==> config.mk <==
export PLATFORM = sky130hd
export DESIGN_NAME = gpmask_gpio
export DESIGN_NICKNAME = d
export VERILOG_FILES = /design/src/rtl/gpmask_pkg.sv /design/src/rtl/gpmask_sync.sv /design/src/rtl/gpmask_regs.sv /design/src/rtl/gpmask_irq.sv /design/src/rtl/gpmask_gpio.sv
export SDC_FILE = /design/constraint.sdc
export NUM_CORES = 1
export LEC_CHECK = 0
export CAP_MARGIN = 5
export CORE_UTILIZATION = 45
export CTS_CLUSTER_SIZE = 14
export DETAILED_ROUTE_END_ITERATION = 8
export PLACE_DENSITY = 0.76
export SKIP_CTS_REPAIR_TIMING = 1
export SLEW_MARGIN = 10
export SYNTH_ARGS = -nofsm -noshare
export SYNTH_HDL_FRONTEND = slang
export SYNTH_SLANG_ARGS = --single-unit
==> constraint.sdc <==
create_clock -name clk -period 2.8 [get_ports clk]
set_input_delay 0.84 -clock clk [delete_from_list [all_inputs] [get_ports clk]]
set_output_delay 0.84 -clock clk [all_outputs]
set_load 0.01 [all_outputs]
==> src/rtl/gpmask_pkg.sv <==
// Package: register offsets and control-bit positions shared by the GPIO block.
// Assumes byte offsets fit in eight bits.
package gpmask_pkg;
    localparam logic [7:0] OFS_DIR  = 8'h00;
    localparam logic [7:0] OFS_OUT  = 8'h08;
    localparam logic [7:0] OFS_PIN  = 8'h0C;
    localparam logic [7:0] OFS_IEN  = 8'h10;
    localparam logic [7:0] OFS_CTL  = 8'h14;

    localparam int CTL_CLKEN = 0;
    localparam int CTL_SRST  = 1;

    typedef enum logic [2:0] {
        SEL_NONE,
        SEL_DIR,
        SEL_OUT,
        SEL_PIN,
        SEL_IEN,
        SEL_CTL
    } reg_sel_e;
endpackage

==> src/rtl/gpmask_sync.sv <==
// Module: multi-stage synchroniser for the pin inputs.
// Assumes the inputs are asynchronous levels. clr empties the chain
// synchronously, as a gated clock would leave it.
module gpmask_sync #(
    parameter int W      = 16,
    parameter int STAGES = 2
) (
    input  logic         clk,
    input  logic         rst_n,
    input  logic         clr,
    input  logic [W-1:0] d,
    output logic [W-1:0] q
);
    logic [W-1:0] stg_q [STAGES];

    // Shift the pin levels through the stage chain.
    always_ff @(posedge clk) begin
        if (!rst_n || clr) begin
            for (int i = 0; i < STAGES; i++) stg_q[i] <= '0;
        end else begin
            stg_q[0] <= d;
            for (int i = 1; i < STAGES; i++) stg_q[i] <= stg_q[i-1];
        end
    end

    assign q = stg_q[STAGES-1];
endmodule

==> src/rtl/gpmask_regs.sv <==
// Module: register file. It holds control, direction, masked output and
// interrupt enable, and returns read data.
// Assumes DW >= 2*NPIN so the output write mask fits in the upper half-word.
module gpmask_regs
    import gpmask_pkg::*;
#(
    parameter int NPIN = 16,
    parameter int NSHR = 8,
    parameter int AW   = 8,
    parameter int DW   = 32
) (
    input  logic            clk,
    input  logic            rst_n,
    input  logic            bus_sel,
    input  logic            bus_wr,
    input  logic [AW-1:0]   bus_addr,
    input  logic [DW-1:0]   bus_wdata,
    input  logic [NPIN-1:0] pin_sync,
    output logic [DW-1:0]   bus_rdata,
    output logic [NPIN-1:0] dir_q,
    output logic [NPIN-1:0] out_q,
    output logic [NSHR-1:0] ien_q,
    output logic            active
);
    logic [1:0]      ctrl_q;
    reg_sel_e        sel;
    logic            wr_en;
    logic [NPIN-1:0] wmask;
    logic [DW-1:0]   rd_next;

    // Decode the byte offset into a register select.
    always_comb begin
        if      (bus_addr == AW'(OFS_DIR)) sel = SEL_DIR;
        else if (bus_addr == AW'(OFS_OUT)) sel = SEL_OUT;
        else if (bus_addr == AW'(OFS_PIN)) sel = SEL_PIN;
        else if (bus_addr == AW'(OFS_IEN)) sel = SEL_IEN;
        else if (bus_addr == AW'(OFS_CTL)) sel = SEL_CTL;
        else                               sel = SEL_NONE;
    end

    assign active = ctrl_q[CTL_CLKEN] & ~ctrl_q[CTL_SRST];
    assign wr_en  = bus_sel & bus_wr;
    assign wmask  = bus_wdata[NPIN +: NPIN];

    // Control register: always writable, independent of the gating it drives.
    always_ff @(posedge clk) begin
        if (!rst_n)                          ctrl_q <= '0;
        else if (wr_en && sel == SEL_CTL)    ctrl_q <= bus_wdata[1:0];
    end

    // Pin registers: cleared while inactive, otherwise loaded by writes.
    always_ff @(posedge clk) begin
        if (!rst_n || !active) begin
            dir_q <= '0;
            out_q <= '0;
            ien_q <= '0;
        end else if (wr_en) begin
            case (sel)
                SEL_DIR: dir_q <= bus_wdata[NPIN-1:0];
                SEL_OUT: out_q <= (out_q & ~wmask) | (bus_wdata[NPIN-1:0] & wmask);
                SEL_IEN: ien_q <= bus_wdata[NSHR-1:0];
                default: ;
            endcase
        end
    end

    // Read multiplexer: zero-extended register contents.
    always_comb begin
        rd_next = '0;
        case (sel)
            SEL_DIR: rd_next[NPIN-1:0] = dir_q;
            SEL_OUT: rd_next[NPIN-1:0] = out_q;
            SEL_PIN: rd_next[NPIN-1:0] = pin_sync;
            SEL_IEN: rd_next[NSHR-1:0] = ien_q;
            SEL_CTL: rd_next[1:0]      = ctrl_q;
            default: ;
        endcase
    end

    // Read data register: loads on a read, holds otherwise.
    always_ff @(posedge clk) begin
        if (!rst_n)                 bus_rdata <= '0;
        else if (bus_sel && !bus_wr) bus_rdata <= rd_next;
    end
endmodule

==> src/rtl/gpmask_irq.sv <==
// Module: interrupt formation. The lower pins pass through as individual
// requests. The upper NSHR pins are ANDed with enables and ORed into one line.
// Assumes synchronised, level-sensitive sources.
module gpmask_irq #(
    parameter int NPIN = 16,
    parameter int NSHR = 8,
    localparam int NDED = NPIN - NSHR
) (
    input  logic            active,
    input  logic [NPIN-1:0] pin_sync,
    input  logic [NSHR-1:0] ien_q,
    output logic [NDED-1:0] irq_pin,
    output logic            irq_shared
);
    logic [NSHR-1:0] term;

    // One gated term per shared pin.
    for (genvar k = 0; k < NSHR; k++) begin : g_term
        assign term[k] = pin_sync[NDED + k] & ien_q[k];
    end

    assign irq_shared = active & (|term);
    assign irq_pin    = active ? pin_sync[NDED-1:0] : '0;
endmodule

==> src/rtl/gpmask_gpio.sv <==
// Module: top of the masked-write GPIO. It joins the register file, the
// pin synchroniser and the interrupt formation.
// Assumes single-cycle bus accesses and synchronous active-low reset.
module gpmask_gpio #(
    parameter int NPIN   = 16,
    parameter int NSHR   = 8,
    parameter int AW     = 8,
    parameter int DW     = 32,
    parameter int STAGES = 2,
    localparam int NDED  = NPIN - NSHR
) (
    input  logic            clk,
    input  logic            rst_n,
    input  logic            bus_sel,
    input  logic            bus_wr,
    input  logic [AW-1:0]   bus_addr,
    input  logic [DW-1:0]   bus_wdata,
    output logic [DW-1:0]   bus_rdata,
    input  logic [NPIN-1:0] pin_in,
    output logic [NPIN-1:0] pin_oe,
    output logic [NPIN-1:0] pin_out,
    output logic [NDED-1:0] irq_pin,
    output logic            irq_shared
);
    logic [NPIN-1:0] pin_sync;
    logic [NPIN-1:0] dir_q;
    logic [NPIN-1:0] out_q;
    logic [NSHR-1:0] ien_q;
    logic            active;

    gpmask_sync #(.W(NPIN), .STAGES(STAGES)) u_sync (
        .clk   (clk),
        .rst_n (rst_n),
        .clr   (~active),
        .d     (pin_in),
        .q     (pin_sync)
    );

    gpmask_regs #(.NPIN(NPIN), .NSHR(NSHR), .AW(AW), .DW(DW)) u_regs (
        .clk       (clk),
        .rst_n     (rst_n),
        .bus_sel   (bus_sel),
        .bus_wr    (bus_wr),
        .bus_addr  (bus_addr),
        .bus_wdata (bus_wdata),
        .pin_sync  (pin_sync),
        .bus_rdata (bus_rdata),
        .dir_q     (dir_q),
        .out_q     (out_q),
        .ien_q     (ien_q),
        .active    (active)
    );

    gpmask_irq #(.NPIN(NPIN), .NSHR(NSHR)) u_irq (
        .active     (active),
        .pin_sync   (pin_sync),
        .ien_q      (ien_q),
        .irq_pin    (irq_pin),
        .irq_shared (irq_shared)
    );

    assign pin_oe  = dir_q;
    assign pin_out = out_q;
endmodule

Word-level counts from Yosys, hierarchy flattened --
Memories as Yosys holds them, arrays and structs flattened. Cells that the tools add are included.
Word-level totals: register bits 58, memory bits (writable) 32, output and inout bits 73, word-level logic and storage cells 60, memories 1
Memories:
- u_sync.stg_q | depth 2, bits a word 16, read ports 2, clocked after Yosys merged registers in 0, write ports 2, RTL line gpmask_sync.sv:14 | logic [W-1:0] stg_q [STAGES];
Cells by class: equal/unequal tests 9, muxes and demuxes 14, bitwise operators 19, reductions and logical operators 12
Operators with widths (count):
- $and 16x16->16 | 2
- $mux 16 | 2
- $pmux 6 s4 | 1
- $pmux 8 s3 | 1
- $eq 8x4->1 const B | 2
- $eq 8x5->1 const B | 2
- $not 16->16 | 1
- $or 16x16->16 | 1
- $mux 3 | 5
- $and 1x1->1 | 11
- $pmux 2 s5 | 1
- $logic_not 8->1 | 1
- $mux 8 | 1
- $reduce_or 8->1 | 1
- $eq 3x2->1 const B | 2
- $eq 3x3->1 const B | 2
- $reduce_and 2->1 | 3
- $eq 3x1->1 const B | 1
- $logic_not 1->1 | 3
- $mux 1 | 3
- $logic_and 1x1->1 | 2
- $logic_or 1x1->1 | 2
- $not 1->1 | 2
- $or 1x1->1 | 2

Depth between registers and ports, before layout --
Gate-level depths: netlist (run 1).
depth after elaboration 8, depth in mapped cells 8, mapped depth without buffers 4

By module --
From an unflattened synthesis (run 1), not the netlist that was laid out.
Second synthesis, totals: cells, all modules 401, area, all modules 4098.9 um^2
Modules (own cells, without submodules):
- gpmask_regs | times used 1, cells each 300, area an instance 2874.0 um^2, seq. area each 1161.1 um^2
- gpmask_sync | times used 1, cells each 86, area an instance 1118.6 um^2, seq. area each 640.6 um^2
- gpmask_irq | times used 1, cells each 14, area an instance 102.6 um^2, seq. area each 0.0 um^2
- gpmask_gpio | times used 1, cells each 1, area an instance 3.8 um^2, seq. area each 0.0 um^2

Worst setup path before layout (run 1) --
OpenSTA, ideal clock, no wires.
path type in2reg, from in bus_addr[0], to reg u_regs.dir_q[10], data arrival time 2.379 ns, data required time 2.668 ns, setup slack 0.289 ns, cell stages on the path 7, path through or4_4 > buf_6 > or4_1 > buf_2 > buf_6 > nand2_1 > a21oi_1
On the way: cells in the longest elaborated chain, start to end 8, elaborated cells on any way between the ends 12, classes of those cells eq/ne: 5; mux: 5; reduce/logical: 2
RTL lines:
- start: declaration | RTL line gpmask_gpio.sv:16 | input logic [AW-1:0] bus_addr,
- $eq 8x5->1 | RTL line gpmask_regs.sv:37 | else if (bus_addr == AW'(OFS_CTL)) sel = SEL_CTL;
- $mux 3 | RTL line gpmask_regs.sv:37
- $mux 3 | RTL line gpmask_regs.sv:36 | else if (bus_addr == AW'(OFS_IEN)) sel = SEL_IEN;
- $mux 3 | RTL line gpmask_regs.sv:35 | else if (bus_addr == AW'(OFS_PIN)) sel = SEL_PIN;
- $mux 3 | RTL line gpmask_regs.sv:34 | else if (bus_addr == AW'(OFS_OUT)) sel = SEL_OUT;
- $mux 3 * | RTL line gpmask_regs.sv:33 | if (bus_addr == AW'(OFS_DIR)) sel = SEL_DIR;
- $eq 3x1->1 * | RTL line gpmask_regs.sv:58 | case (sel)
- $reduce_and 2->1 (no source line) *
- end signal: assignment | RTL line gpmask_regs.sv:59 | SEL_DIR: dir_q <= bus_wdata[NPIN-1:0];
- end: declaration | RTL line gpmask_regs.sv:20 | output logic [NPIN-1:0] dir_q,
Every way passes the cells marked *; elsewhere a longest branch is shown, timed or not. A chain may end at the register's enable or synchronous reset.

==> impl_metrics.yaml, run 1 <==
layout:
  antenna_cells_inserted: 0
  final_common_cell: "clkdlybuf4s50_1"
  drive_above_1_share: 0.09811
  nets: 585
  fill_cells: 709
  final_cell_mix: "clkdlybuf4s50_1 (116), dfxtp_1 (90), nand2_1 (51), and3_1 (51), mux2i_1 (22)"
  area_growth_pct: 39.52
  final_util: 0.6478
  fin_area_sq_mm: 0.005323
critical_path:
  r2r_cells: 5
  cp_max_fo: 2
  critPathTopFamily: "compound AO/OA/AOI/OAI gates"
  setup.worst_path.class: "reg -> out"
  critPathRequiredTime_ps: 1960
  path_cells: "a22o_1 > a221oi_1 > a21boi_0 > clkdlybuf4s50_1"
  cp.arrival_ps: 1840
  critPathBufInv: 1
  critPathLaunchType: "register"
  endpoint_kind: "primary output"
  critical_path_depth: 4
  slowest_delay_ps: 510
  crit_slowest_cell: "clkdlybuf4s50_1"
power_and_ir_drop:
  powerDensity_mw_per_mm2: 435.0
  seqPwrFrac: 0.552
  p_switching_uw: 558.6
  power.share.combinational: 0.074
  pwr-share-clk: 0.374
  internal-power_mw: 1.757
  ir_drop_v: 0.0003017
  leakage_nw: 2.061
  swShare: 0.2413
logic_synthesis:
  synth.distinct_cells: 41
  seq_area_frac_synth: 0.4723
  synthCells: 407
  ys_seq_elements: 90
  synth_area_per_cell_sq_um: 9.373
  async_flop_share: 0
  ys.flop_type: "dfxtp_1"
  yosys_warnings: 0
  synth-edff-count: 0
  post_synth_instance_area_sq_mm: 0.003815
route:
  dr.pass1.iters: 5
  detail-route-antenna-nets: 0
  highest_layer: "met4"
  met1_length_microns: 4296
  wl_met2_microns: 4881
  drtIter0Drc: 204
  vias: 3316
  wl_per_cell_microns: 15.82
  viasPerCell: 5.222
  drc_errors: 0
  met3_length_microns: 764
  wl_microns: 10050
global_route:
  grt_usage: 0.2369
  overflow: 0
  antenna_found_initial: 0
  grt_pass1_wl_microns: 15770
  grt_pass1_vias: 3188
  grt_max_degree: 43
placement:
  postPlaceCellArea_sq_mm: 0.005122
  port_buffers: 116
  place.detailed.hpwl_microns: 7360
  gp_congestion: 0.8881
timing:
  fin_crit_sh: 0.9579
  setup_tns_ps: 0
  fmax_mhz: 372.8
  skew_ps: 12.68
  grt_setup_unrepaired: "no"
  tightest_slew_ps: 562.9
  final_hold_viol_count: 0
  layout_min_cycle_time_ps: 2682
  hold_slack_ps: 456.6
  final_max_slew_viol_count: 0
  setup_viol: 0
  maxSlewHeadroom: 0.6233
floorplan:
  die_area_sq_mm: 0.008850
  die-height_microns: 94.08
  placeableCoreArea_sq_mm: 0.008217
  fp-row-count: 33
  io_pins: 133
  start_util: 0.4643
  die_w_microns: 94.08
clocking:
  cts_tree: "done"
  cts_buffer_depth: 2
  cts_sinks: 90
  root_buffer: "clkbuf_8"
  clk_latency_ps: 360
  path_clk_slew_ps: 90
  cts_buffers: 9
  htree_num_levels: 3
hold_path:
  hold_path.class: "reg -> reg"
  hold_path_depth: 2
run_status:
  status: "complete, no violations"
run:
  drv_cap: 0
## per-stage QoR
stage          power [mW]  worst slack (ps)  instances
2_1_floorplan       1.381             288.8        422
3_3_place_gp        1.477            -8.463        619
3_5_place_dp        1.478            -41.92        619
4_1_cts             2.326             36.53        635
5_1_grt             2.387             36.45        635
6_report            2.315             117.9        635
## power groups by stage
stage	Combinational, mW	Sequential [mW]	Clock [mW]
floorplan	0.0725	1.31	0
global placement	0.168	1.31	0
detailed placement	0.169	1.31	0
CTS	0.170	1.28	0.878
global route	0.183	1.28	0.925
finish	0.171	1.28	0.866
## cells in the mapped netlist (2+ instances only)
master	n	area, sq um
a22oi_1	8	60.06
a221oi_1	2	17.52
nand2b_1	3	18.77
a22o_1	2	17.52
buf_6	2	22.52
o32a_1	3	30.03
and3_1	51	319.1
buf_2	3	15.01
a21boi_0	16	120.1
and2_1	10	62.56
mux2_2	9	101.4
buf_1	2	7.510
mux2i_1	22	220.2
a21oi_1	20	100.1
nor2b_1	7	43.79
nor2_1	13	48.80
nor4_4	3	63.81
o21a_1	16	120.1
nand3b_1	2	15.01
nand2_1	51	191.4
clkbuf_1	21	78.83
o21ai_0	16	80.08
buf_4	16	120.1
dfxtp_1	90	1802
a41oi_1	3	26.28
## worst paths after layout
kind / start / endpoint / slack, ps
setup reg to reg: u_regs.ctrl_q[0]$_SDFFE_PN0P_ / register / 1470
hold / removal: u_regs.bus_rdata[5]$_SDFFE_PN0P_ / u_regs.bus_rdata[5]$_SDFFE_PN0P_ / 460
hold reg to reg: u_regs.bus_rdata[5]$_SDFFE_PN0P_ / u_regs.bus_rdata[5]$_SDFFE_PN0P_ / 460
setup / recovery: u_sync.stg_q[0][24]$_SDFF_PP0_ / irq_shared / 120
## metal layers
metal,up-vias,GRT usage
met3,7,0.07201
met1,1548,0.3091
li1,1634,-
met5,-,0
met4,0,0.05769
met2,127,0.3814
## final cells by class
class                           instances  area [sq um]  share of cell area
Multi-Input combinational cell        287          1829              0.3437
Sequential cell                        90          1802              0.3385
Timing Repair Buffer                  136          1361              0.2558
Clock buffer                           11         151.4             0.02844
Tap cell                              105         131.4             0.02468
Clock inverter                          5         43.79            0.008228
Inverter                                1         3.754           0.0007052
## kinds of logic (layout without fill, tap and decap cells)
family | count (synthesis) | in the layout | share of synthesized area
flops | 90 | 90 | 0.4723
mux | 31 | 31 | 0.08429
other cells | 1 | 16 | 0.0009830
simple gates | 148 | 148 | 0.2161
buf+inv | 45 | 153 | 0.06494
compound gates | 92 | 92 | 0.1614
## worst reg2reg max path, stage by stage, from the launching register on
cell,delay (ps)
dfxtp_1,380
nor2b_4,210
buf_12,190
and2_1,160
buf_4,190
o21a_1,150
(Power assumes the default switching activity.)
==> run 2, diff against run 1 <==
==> constraint.sdc (replaced) <==
create_clock -name clk -period 3.36 [get_ports clk]
set_input_delay 1.008 -clock clk [delete_from_list [all_inputs] [get_ports clk]]
set_output_delay 1.008 -clock clk [all_outputs]
set_load 0.01 [all_outputs]
==> impl_metrics.yaml, run 2 (synthesis results as in run 1) <==
timing:
  hold_slack_ps: 457.0
  final_max_slew_viol_count: 0
  skew_ps: 10.20
  fin_crit_sh: 0.8807
  setup_viol: 0
  grt_setup_unrepaired: "no"
  layout_min_cycle_time_ps: 2959
  maxSlewHeadroom: 0.4471
  tightest_slew_ps: 827.3
  fmax_mhz: 337.9
  setup_tns_ps: 0
  final_hold_viol_count: 0
critical_path:
  cp.arrival_ps: 1950
  r2r_start: "u_regs.ctrl_q[0]$_SDFFE_PN0P_"
  crit_start: "u_regs.ctrl_q[0]$_SDFFE_PN0P_"
  cp_max_fo: 42
  r2r-end: "u_regs.dir_q[13]$_SDFFE_PP0P_"
  endpoint_kind: "primary output"
  setup.worst_path.class: "reg -> out"
  rrSetupSlack_ps: 1530
  critPathCapture: "irq_pin[6]"
  critPathLaunchType: "register"
  r2r_cells: 4
  critPathRequiredTime_ps: 2350
layout:
  fill_cells: 682
  final_common_cell: "clkdlybuf4s50_1"
  multi_input_area_sq_mm: 0.001824
  area_growth_pct: 37.06
  register_area_sq_mm: 0.001802
  drive_above_1_share: 0.08253
  final_util: 0.6364
  nets: 577
  final_cell_mix: "clkdlybuf4s50_1 (116), dfxtp_1 (90), nand2_1 (51), and3_1 (51), mux2i_1 (22)"
  antenna_cells_inserted: 0
placement:
  place.detailed.hpwl_microns: 7143
  port_buffers: 116
  gp_congestion: 0.8448
floorplan:
  io_pins: 133
  die_area_sq_mm: 0.008850
  fp-row-count: 33
  start_util: 0.4643
  die-height_microns: 94.08
  placeableCoreArea_sq_mm: 0.008217
  die_w_microns: 94.08
route:
  detail-route-antenna-nets: 0
  viasPerCell: 5.268
  dr.pass1.iters: 5
  wl_per_cell_microns: 15.69
  drc_errors: 0
  vias: 3298
  drtIter0Drc: 212
  wl_microns: 9823
global_route:
  grt_max_degree: 43
  overflow: 0
  grt_pass1_wl_microns: 15440
  antenna_found_initial: 0
  grt_usage: 0.2318
  grt_pass1_vias: 3075
clocking:
  htree_num_levels: 3
  clk_latency_ps: 360
  cts_tree: "done"
  cts_buffer_depth: 2
  path_clk_slew_ps: 90
  cts_buffers: 9
  cts_sinks: 90
  root_buffer: "clkbuf_8"
power_and_ir_drop:
  powerDensity_mw_per_mm2: 382.6
  ir_drop_v: 0.0002539
  leakage_nw: 2.018
run:
  drv_cap: 0
run_status:
  status: "complete, no violations"
hold_path:
  hold_path.class: "reg -> reg"
## run 2: worst min-delay path by stage
stage | startpoint | end | depth (start not counted)
2_1_floorplan | u_sync.stg_q[0][0]$_SDFF_PP0_ | u_sync.stg_q[0][16]$_SDFF_PP0_ | 1
3_3_place_gp | u_regs.bus_rdata[9]$_SDFFE_PN0P_ | u_regs.bus_rdata[9]$_SDFFE_PN0P_ | 2
3_5_place_dp | u_sync.stg_q[0][1]$_SDFF_PP0_ | u_sync.stg_q[0][17]$_SDFF_PP0_ | 1
4_1_cts | u_sync.stg_q[0][12]$_SDFF_PP0_ | u_sync.stg_q[0][28]$_SDFF_PP0_ | 1
5_1_grt | u_sync.stg_q[0][13]$_SDFF_PP0_ | u_sync.stg_q[0][29]$_SDFF_PP0_ | 1
6_report | u_regs.bus_rdata[10]$_SDFFE_PN0P_ | u_regs.bus_rdata[10]$_SDFFE_PN0P_ | 2
## run 2: through the flow
stage	setup WS (ps)	power, mW	area (sq um)	cells
final	400.7	2.000	5229	626
after global routing	277.2	2.071	5229	626
after CTS	394.8	2.006	5229	626
after detailed placement	290.6	1.227	5012	611
after global placement	323.8	1.226	5012	611
after floorplan	680.8	1.151	3871	422
## run 2: layer usage
layer  GRT usage  wire, microns  part of all wire  vias to the layer above
li1            -              -                 -                     1617
met1      0.3090           4430              0.45                     1536
met2      0.3637           4634              0.47                      135
met3     0.06715            658             0.067                       10
met4     0.06538            100             0.010                        0
met5           0              0                 0                        -
## run 2: power by group
group / internal, mW / switching [mW] / leakage (nW)
Sequential: 1.07 / 0.0000194 / 0.724
Clock: 0.434 / 0.363 / 0.112
Combinational: 0.0747 / 0.0635 / 1.18
Total: 1.57 / 0.427 / 2.02
## run 2: area by class of cell
type | count | share of cell area
sequential | 90 | 0.3446
tap | 105 | 0.02513
clock inverter | 5 | 0.01508
inverter | 1 | 0.0007179
clock buffer | 10 | 0.02632
multi-input combinational | 287 | 0.3489
timing repair buffer | 128 | 0.2393
## run 2: critical path: stages (launching register included)
cell	delay (ps)
dfxtp_1	360
nor2b_2	190
buf_4	320
and2_1	190
clkdlybuf4s50_1	540
